<file path="config.mk">
export PLATFORM = sky130hd
export DESIGN_NAME = clkdiv_top
export DESIGN_NICKNAME = d
export VERILOG_FILES = /design/src/rtl/clkdiv_pkg.sv /design/src/rtl/clkdiv_regs.sv /design/src/rtl/clkdiv_src_mux.sv /design/src/rtl/clkdiv_tick_div.sv /design/src/rtl/clkdiv_out_div.sv /design/src/rtl/clkdiv_top.sv
export SDC_FILE = /design/constraint.sdc
export NUM_CORES = 1
export LEC_CHECK = 0
export ABC_AREA = 0
export ABC_CLOCK_PERIOD_IN_PS = 5900
export BUFFER_PORTS_ARGS = -buffer_cell sky130_fd_sc_hd__buf_2
export CORE_MARGIN = 2
export CORE_UTILIZATION = 55
export CTS_CLUSTER_DIAMETER = 200
export DETAILED_ROUTE_END_ITERATION = 10
export GPL_TIMING_DRIVEN = 0
export PLACE_DENSITY = 0.86
export SLEW_MARGIN = 20
export SYNTH_ARGS = -nofsm -noshare
export SYNTH_HDL_FRONTEND = slang
export SYNTH_SLANG_ARGS = --single-unit
</file>
<file path="constraint.sdc">
create_clock -name clk -period 5.9 [get_ports clk]
set_clock_uncertainty 0.05 [all_clocks]
set_input_delay 1.18 -clock clk [delete_from_list [all_inputs] [get_ports clk]]
set_output_delay 1.18 -clock clk [all_outputs]
set_load 0.02 [all_outputs]
</file>
<file path="src/rtl/clkdiv_pkg.sv">
package clkdiv_pkg;
  localparam int WORD_W = 16;
  localparam int OUT_W  = 6;
  localparam int FB_W   = 10;
  localparam int REF_W  = 9;

  typedef enum logic [1:0] {
    SLEW_NORMAL = 2'd0,
    SLEW_SLOW   = 2'd1,
    SLEW_FAST   = 2'd2
  } slew_e;
endpackage

</file>
<file path="src/rtl/clkdiv_regs.sv">
module clkdiv_regs #(
  parameter int ADDR_W = 8,
  parameter logic [ADDR_W-1:0] PLL_ADDR = 8'h10,
  parameter logic [ADDR_W-1:0] REF_ADDR = 8'h11,
  localparam int DW = clkdiv_pkg::WORD_W
) (
  input  logic              clk,
  input  logic              rst,
  input  logic              wr_en,
  input  logic [ADDR_W-1:0] wr_addr,
  input  logic [DW-1:0]     wr_data,
  output logic [DW-1:0]     div_word,
  output logic [DW-1:0]     ref_word,
  output logic              restart
);
  logic hit_div, hit_ref;
  assign hit_div = wr_en && (wr_addr == PLL_ADDR);
  assign hit_ref = wr_en && (wr_addr == REF_ADDR);
  assign restart = hit_div || hit_ref;

  always_ff @(posedge clk) begin
    if (rst) begin
      div_word <= '0;
      ref_word <= '0;
    end else begin
      if (hit_div) div_word <= wr_data;
      if (hit_ref) ref_word <= wr_data;
    end
  end


  stray_write_chk: assert property (@(posedge clk) disable iff (rst)
    (wr_en && wr_addr != PLL_ADDR && wr_addr != REF_ADDR)
      |=> ($stable(div_word) && $stable(ref_word)));
endmodule

</file>
<file path="src/rtl/clkdiv_src_mux.sv">
module clkdiv_src_mux #(
  parameter int INST = 0
) (
  input  logic [2:0] sel,
  input  logic       xtal,
  input  logic       own_pll,
  input  logic       main_pll,
  input  logic       peer_pll,
  input  logic       test_clk,
  output logic       picked
);
  localparam bit HAS_PEER = (INST != 0);

  always_comb begin
    if (!sel[2]) begin
      picked = xtal;
    end else begin
      case (sel[1:0])
        2'b00:   picked = own_pll;
        2'b01:   picked = main_pll;
        2'b10:   picked = HAS_PEER ? peer_pll : test_clk;
        default: picked = test_clk;
      endcase
    end
  end
endmodule

</file>
<file path="src/rtl/clkdiv_tick_div.sv">
module clkdiv_tick_div #(
  parameter int W = 9
) (
  input  logic         clk,
  input  logic         rst,
  input  logic         en,
  input  logic         restart,
  input  logic [W-1:0] ratio,
  input  logic         in_lvl,
  output logic         tick
);
  logic         in_q;
  logic [W-1:0] cnt_q;
  logic [W-1:0] last;
  logic         rise;

  assign last = ratio - 1'b1;
  assign rise = in_lvl && !in_q;

  always_ff @(posedge clk) begin
    if (rst) begin
      in_q  <= 1'b0;
      cnt_q <= '0;
      tick  <= 1'b0;
    end else begin
      in_q <= in_lvl;
      if (restart || !en) begin
        cnt_q <= '0;
        tick  <= 1'b0;
      end else if (rise) begin
        if (cnt_q == last) begin
          cnt_q <= '0;
          tick  <= 1'b1;
        end else begin
          cnt_q <= cnt_q + 1'b1;
          tick  <= 1'b0;
        end
      end else begin
        tick <= 1'b0;
      end
    end
  end


  tick_idle_chk: assert property (@(posedge clk) disable iff (rst)
    !en |=> !tick);

  tick_gap_chk: assert property (@(posedge clk) disable iff (rst)
    tick |=> !tick);
endmodule

</file>
<file path="src/rtl/clkdiv_out_div.sv">
module clkdiv_out_div #(
  parameter int W = 6
) (
  input  logic         clk,
  input  logic         rst,
  input  logic         en,
  input  logic         restart,
  input  logic [W-1:0] ratio,
  input  logic         src_lvl,
  output logic         out
);
  logic         src_q;
  logic [W-1:0] cnt_q;
  logic [W-1:0] cnt_nx;
  logic [W-1:0] last;
  logic [W:0]   n_eff;
  logic [W:0]   half;
  logic         rise;
  logic         bypass;

  assign last   = ratio - 1'b1;
  assign n_eff  = {ratio == '0, ratio};
  assign half   = n_eff >> 1;
  assign rise   = src_lvl && !src_q;
  assign bypass = (ratio == {{(W-1){1'b0}}, 1'b1});
  assign cnt_nx = (cnt_q == last) ? '0 : cnt_q + 1'b1;

  always_ff @(posedge clk) begin
    if (rst) begin
      src_q <= 1'b0;
      cnt_q <= '0;
      out   <= 1'b0;
    end else begin
      src_q <= src_lvl;
      if (restart || !en) begin
        cnt_q <= '0;
        out   <= 1'b0;
      end else if (bypass) begin
        cnt_q <= '0;
        out   <= src_lvl;
      end else if (rise) begin
        cnt_q <= cnt_nx;
        out   <= ({1'b0, cnt_nx} < half);
      end
    end
  end


  out_quiet_chk: assert property (@(posedge clk) disable iff (rst)
    !en |=> !out);

  out_restart_chk: assert property (@(posedge clk) disable iff (rst)
    restart |=> (!out && cnt_q == '0));

  cnt_range_chk: assert property (@(posedge clk) disable iff (rst)
    (en && !restart) |=> cnt_q <= last);
endmodule

</file>
<file path="src/rtl/clkdiv_top.sv">
module clkdiv_top #(
  parameter int INST   = 0,
  parameter int ADDR_W = 8,
  parameter logic [ADDR_W-1:0] PLL_ADDR = 8'h10,
  parameter logic [ADDR_W-1:0] REF_ADDR = 8'h11
) (
  input  logic              clk,
  input  logic              rst,
  input  logic              wr_en,
  input  logic [ADDR_W-1:0] wr_addr,
  input  logic [15:0]       wr_data,
  input  logic              xtal_in,
  input  logic              vco_in,
  input  logic              main_pll_in,
  input  logic              peer_pll_in,
  input  logic              test_clk_in,
  output logic              sys_clk_out,
  output logic              ref_tick,
  output logic              fb_tick,
  output logic              pll_on,
  output logic [1:0]        slew_mode
);
  import clkdiv_pkg::*;

  localparam int OUT_LO = WORD_W - OUT_W;

  logic [WORD_W-1:0] div_word, ref_word;
  logic              restart;
  logic              src_pick;
  logic              out_en;
  logic [2:0]        src_sel;
  slew_e             slew;

  clkdiv_regs #(.ADDR_W(ADDR_W), .PLL_ADDR(PLL_ADDR), .REF_ADDR(REF_ADDR)) u_regs (
    .clk(clk), .rst(rst), .wr_en(wr_en), .wr_addr(wr_addr), .wr_data(wr_data),
    .div_word(div_word), .ref_word(ref_word), .restart(restart)
  );

  assign pll_on  = ref_word[14];
  assign out_en  = ref_word[13];
  assign src_sel = {ref_word[15], ref_word[12], ref_word[11]};

  clkdiv_src_mux #(.INST(INST)) u_mux (
    .sel(src_sel), .xtal(xtal_in), .own_pll(vco_in), .main_pll(main_pll_in),
    .peer_pll(peer_pll_in), .test_clk(test_clk_in), .picked(src_pick)
  );

  clkdiv_tick_div #(.W(REF_W)) u_ref (
    .clk(clk), .rst(rst), .en(pll_on), .restart(restart),
    .ratio(ref_word[REF_W-1:0]), .in_lvl(xtal_in), .tick(ref_tick)
  );

  clkdiv_tick_div #(.W(FB_W)) u_fb (
    .clk(clk), .rst(rst), .en(pll_on), .restart(restart),
    .ratio(div_word[FB_W-1:0]), .in_lvl(vco_in), .tick(fb_tick)
  );

  clkdiv_out_div #(.W(OUT_W)) u_out (
    .clk(clk), .rst(rst), .en(out_en), .restart(restart),
    .ratio(div_word[WORD_W-1:OUT_LO]), .src_lvl(src_pick), .out(sys_clk_out)
  );

  always_comb begin
    case (ref_word[10:9])
      2'b00:   slew = SLEW_NORMAL;
      2'b01:   slew = SLEW_SLOW;
      default: slew = SLEW_FAST;
    endcase
  end
  assign slew_mode = slew;


  slew_code_chk: assert property (@(posedge clk) disable iff (rst)
    slew_mode != 2'd3);
endmodule

</file>
==> results.rst <==
.. list-table::
   :header-rows: 1

   * - Metric
     - Value
   * - Outcome
     - complete, no violations
   * - Number of pins with negative max-slew slack in the final report
     - 0
   * - Post-route setup TNS
     - 0 ps
   * - Detail Route Antenna Nets
     - 0
   * - Setup crit end kind
     - register
   * - Sequential fraction of the synthesis area
     - 35.4%
   * - Worst hold margin
     - 444 ps
   * - Worst Slack Setup Final
     - 2610 ps
   * - Clock net sink count
     - 63
   * - Async set-reset flop share out of synthesis
     - 0%
   * - Synth Net Count
     - 455
   * - Primary FF master, synth
     - sky130_fd_sc_hd__dfxtp_1
   * - Most repeated cell in the gate-level netlist after synthesis
     - sky130_fd_sc_hd__dfxtp_1
   * - DRC viols
     - 0
   * - Synthesized area
     - 0.00356 sq mm
   * - RSZ-0062 raised after global routing
     - false
   * - Via count of the first global-routing pass
     - 2,924
   * - Crit path arrival time
     - 3510 ps
   * - EDFF count, synth
     - 0
   * - Min Tclk post-route
     - approximately 3300 ps
   * - CTS Root Buffer Type
     - sky130_fd_sc_hd__clkbuf_8
   * - Die outline width
     - 84.5 um
   * - Number of antenna violations at the first check in global routing
     - 0
   * - Maximum clock insertion buffer count
     - 2
   * - Io pins
     - 38
   * - Port Buf Inserts
     - 35
   * - Rel. slew slack
     - 48.1%
   * - Post-Route WL
     - 8070 um
   * - Required time reported for the critical path endpoint
     - between 6000 and 7000 ps
   * - Worst slack, placed
     - 2650 ps
   * - Number of buffers created by CTS
     - 9
   * - Clock transition at the registers of the reported paths
     - 70 ps
   * - Leakage power
     - 1.63 nW
   * - List of most frequent post-synthesis cells
     - sky130_fd_sc_hd__dfxtp_1, sky130_fd_sc_hd__nor2_1, sky130_fd_sc_hd__mux2i_1, sky130_fd_sc_hd__xnor2_1, sky130_fd_sc_hd__nand2_1
   * - Count of unique library cells instantiated by Yosys
     - 55
   * - Final routed wire length divided by cell count
     - 15.0 um
   * - Max Cap Viol
     - 0
   * - Resized cells post-CTS
     - 0
   * - Post-CTS Hold Fix Bufs
     - 0
   * - Final count of negative-setup-slack endpoints
     - 0
   * - Wire length of the first global-routing pass
     - 13,500 um
   * - Sort of element at the start of the critical path
     - register
   * - Cell count after synthesis
     - just over 400
   * - Critical path start-end classification
     - reg -> reg
   * - Die boundary height
     - between 80 and 90 um
   * - Area of the core region
     - between 0.006 and 0.007 sq mm
   * - Final worst-path cycle share
     - 55.7%
   * - Die Area
     - around 0.0071 sq mm
   * - Final weighted congestion in routability-driven placement
     - 0.901
   * - Number of warning messages in the yosys log
     - 0
   * - Number of vias per cell
     - 5.64
   * - Maximum number of pins on one net before global-route repair
     - 11
   * - Number of cell rows
     - 29
   * - Worst min-delay path category
     - reg -> reg
   * - Maximum fanout encountered on the critical timing path
     - 10
   * - Ratio of total power to cell area
     - 208 mW/mm^2
   * - Layout net count
     - 501
   * - Setup fix buffers added after clock tree synthesis
     - 0
   * - Measured slew at the worst slew-check pin
     - 772 ps
   * - Fraction of post-synthesis cell area in the top cell type by area
     - 35.4%
   * - First-pass detailed-route iteration total
     - 5
   * - DR vias
     - roughly 3,000
   * - HPWL Detailed
     - 6180 um
   * - N_diodes
     - 0
   * - Count of final hold-check violations
     - 0
   * - 1st-iter DRT viols
     - 188
   * - Avg Cell Area, Syn
     - 8.66 sq um
   * - TritonCTS clock tree
     - yes
   * - Latest clock arrival within the worst-skew pair
     - 350 ps
   * - Synth area leaders
     - sky130_fd_sc_hd__dfxtp_1, sky130_fd_sc_hd__mux2i_1, sky130_fd_sc_hd__xnor2_1
   * - Initial cell density of the core
     - 56.4%
   * - Aggregate global routing overflow
     - 0
   * - H-tree levels
     - 3
   * - F_max
     - 304 MHz
   * - Global router's overall resource usage
     - 23.7%
   * - Worst voltage drop across the vdd grid
     - around 0.00016 V
   * - Cell taking the most area after synthesis
     - sky130_fd_sc_hd__dfxtp_1
   * - Area growth syn-to-layout
     - 13.0%
   * - Post-synthesis sequential element count
     - between 60 and 70
   * - Share of cells above drive strength 1
     - 13.9%
[kinds of logic after synthesis]
group	count (synthesis)	synth area share (%)
AO/OA/AOI/OAI	57	11.1
XOR/XNOR	47	11.6
adder cells (fa/ha/maj)	12	4.22
buffers and inverters	31	3.58
flip-flops	63	35.4
multiplexers	33	9.31
AND/OR/NAND/NOR	168	24.8
[power breakdown]
| group | internal, mW | leakage (nW) | switching [mW] |
|---|---|---|---|
| Combinational | 0.0131 | 1.03 | 0.0196 |
| Sequential | 0.426 | 0.508 | 0.000679 |
| Clock | 0.207 | 0.0936 | 0.169 |
| Total | 0.646 | 1.63 | 0.189 |
[layer usage]
layer	track usage (%)	vias up	part of all wire, %	routed length, um
met4	8.23	0	2.0	164
met3	5.90	13	5.1	415
met1	29.7	1432	45	3610
met2	39.9	78	48	3890
met5	0	-	0	0
li1	-	1518	-	-
[worst max-delay path, stage by stage, from the launching register on]
cell	delay [ps]
sky130_fd_sc_hd__dfxtp_1	370
sky130_fd_sc_hd__or3_1	420
sky130_fd_sc_hd__or3_1	340
sky130_fd_sc_hd__a2111oi_2	560
sky130_fd_sc_hd__and2_1	210
sky130_fd_sc_hd__buf_2	200
sky130_fd_sc_hd__nor2_1	70
sky130_fd_sc_hd__ha_1	290
sky130_fd_sc_hd__a21o_1	160
sky130_fd_sc_hd__a21o_1	160
sky130_fd_sc_hd__a21oi_1	150
sky130_fd_sc_hd__nand3_1	90
sky130_fd_sc_hd__o2bb2ai_1	130
[metrics by stage]
stage	std cells	cell area (sq um)	utilization, %	power [mW]
finish	539	4020	63.7	0.835
global route	539	4020	63.7	0.865
CTS	539	4020	63.7	0.838
detailed placement	523	3830	60.7	0.469
global placement	523	3830	60.7	0.468
floorplan	411	3560	-	0.451
[final cells by class]
class,count,area [sq um]
multi-input combinational,317,2170
tap,77,96.3
fill,554,2290
clock inverter,3,42.5
buffer,16,71.3
inverter,15,56.3
clock buffer,13,149
sequential,63,1260
timing repair buffer,35,175
[flip-flops by register name, summed over array words and instances (netlist names)]
register         flops
u_regs.div_word     16
u_regs.ref_word     16
u_fb.cnt_q          10
u_ref.cnt_q          9
u_out.cnt_q          6
u_fb.in_q            1
u_fb.tick            1
u_out.out            1
u_out.src_q          1
u_ref.in_q           1
u_ref.tick           1
[placed cells by master (no fill, tap or decap), types with 2 or more instances in the layout]
master	count
sky130_fd_sc_hd__dfxtp_1	63
sky130_fd_sc_hd__a21oi_1	18
sky130_fd_sc_hd__mux2i_1	32
sky130_fd_sc_hd__a31oi_1	4
sky130_fd_sc_hd__a21o_1	4
sky130_fd_sc_hd__inv_1	15
sky130_fd_sc_hd__nand2_1	25
sky130_fd_sc_hd__o21ai_1	2
sky130_fd_sc_hd__nor4_1	2
sky130_fd_sc_hd__o22ai_1	2
sky130_fd_sc_hd__xnor2_1	29
sky130_fd_sc_hd__o211ai_1	2
sky130_fd_sc_hd__nand4_1	6
sky130_fd_sc_hd__o21ai_0	7
sky130_fd_sc_hd__and3_1	3
sky130_fd_sc_hd__clkbuf_1	15
sky130_fd_sc_hd__xor2_1	18
sky130_fd_sc_hd__nand3_1	10
sky130_fd_sc_hd__clkbuf_8	10
sky130_fd_sc_hd__or3_1	8
sky130_fd_sc_hd__ha_1	12
sky130_fd_sc_hd__nor2b_1	12
sky130_fd_sc_hd__buf_2	38
sky130_fd_sc_hd__and2_1	3
sky130_fd_sc_hd__a211oi_1	7
sky130_fd_sc_hd__nand2b_1	10
sky130_fd_sc_hd__nor3_1	17
sky130_fd_sc_hd__nor2_1	57
[worst paths after layout]
check | from | end | slack [ps] | cells after the start
worst max-delay path | u_regs.div_word[12] | u_out.out | 2610 | 12
worst max register to register | u_regs.div_word[12] | u_out.out | 2610 | 12
worst min-delay path | u_regs.ref_word[13] | u_regs.ref_word[13] | 440 | 2
worst min register to register | u_regs.ref_word[13] | u_regs.ref_word[13] | 440 | 2
Power figures use the tool's default switching activity.
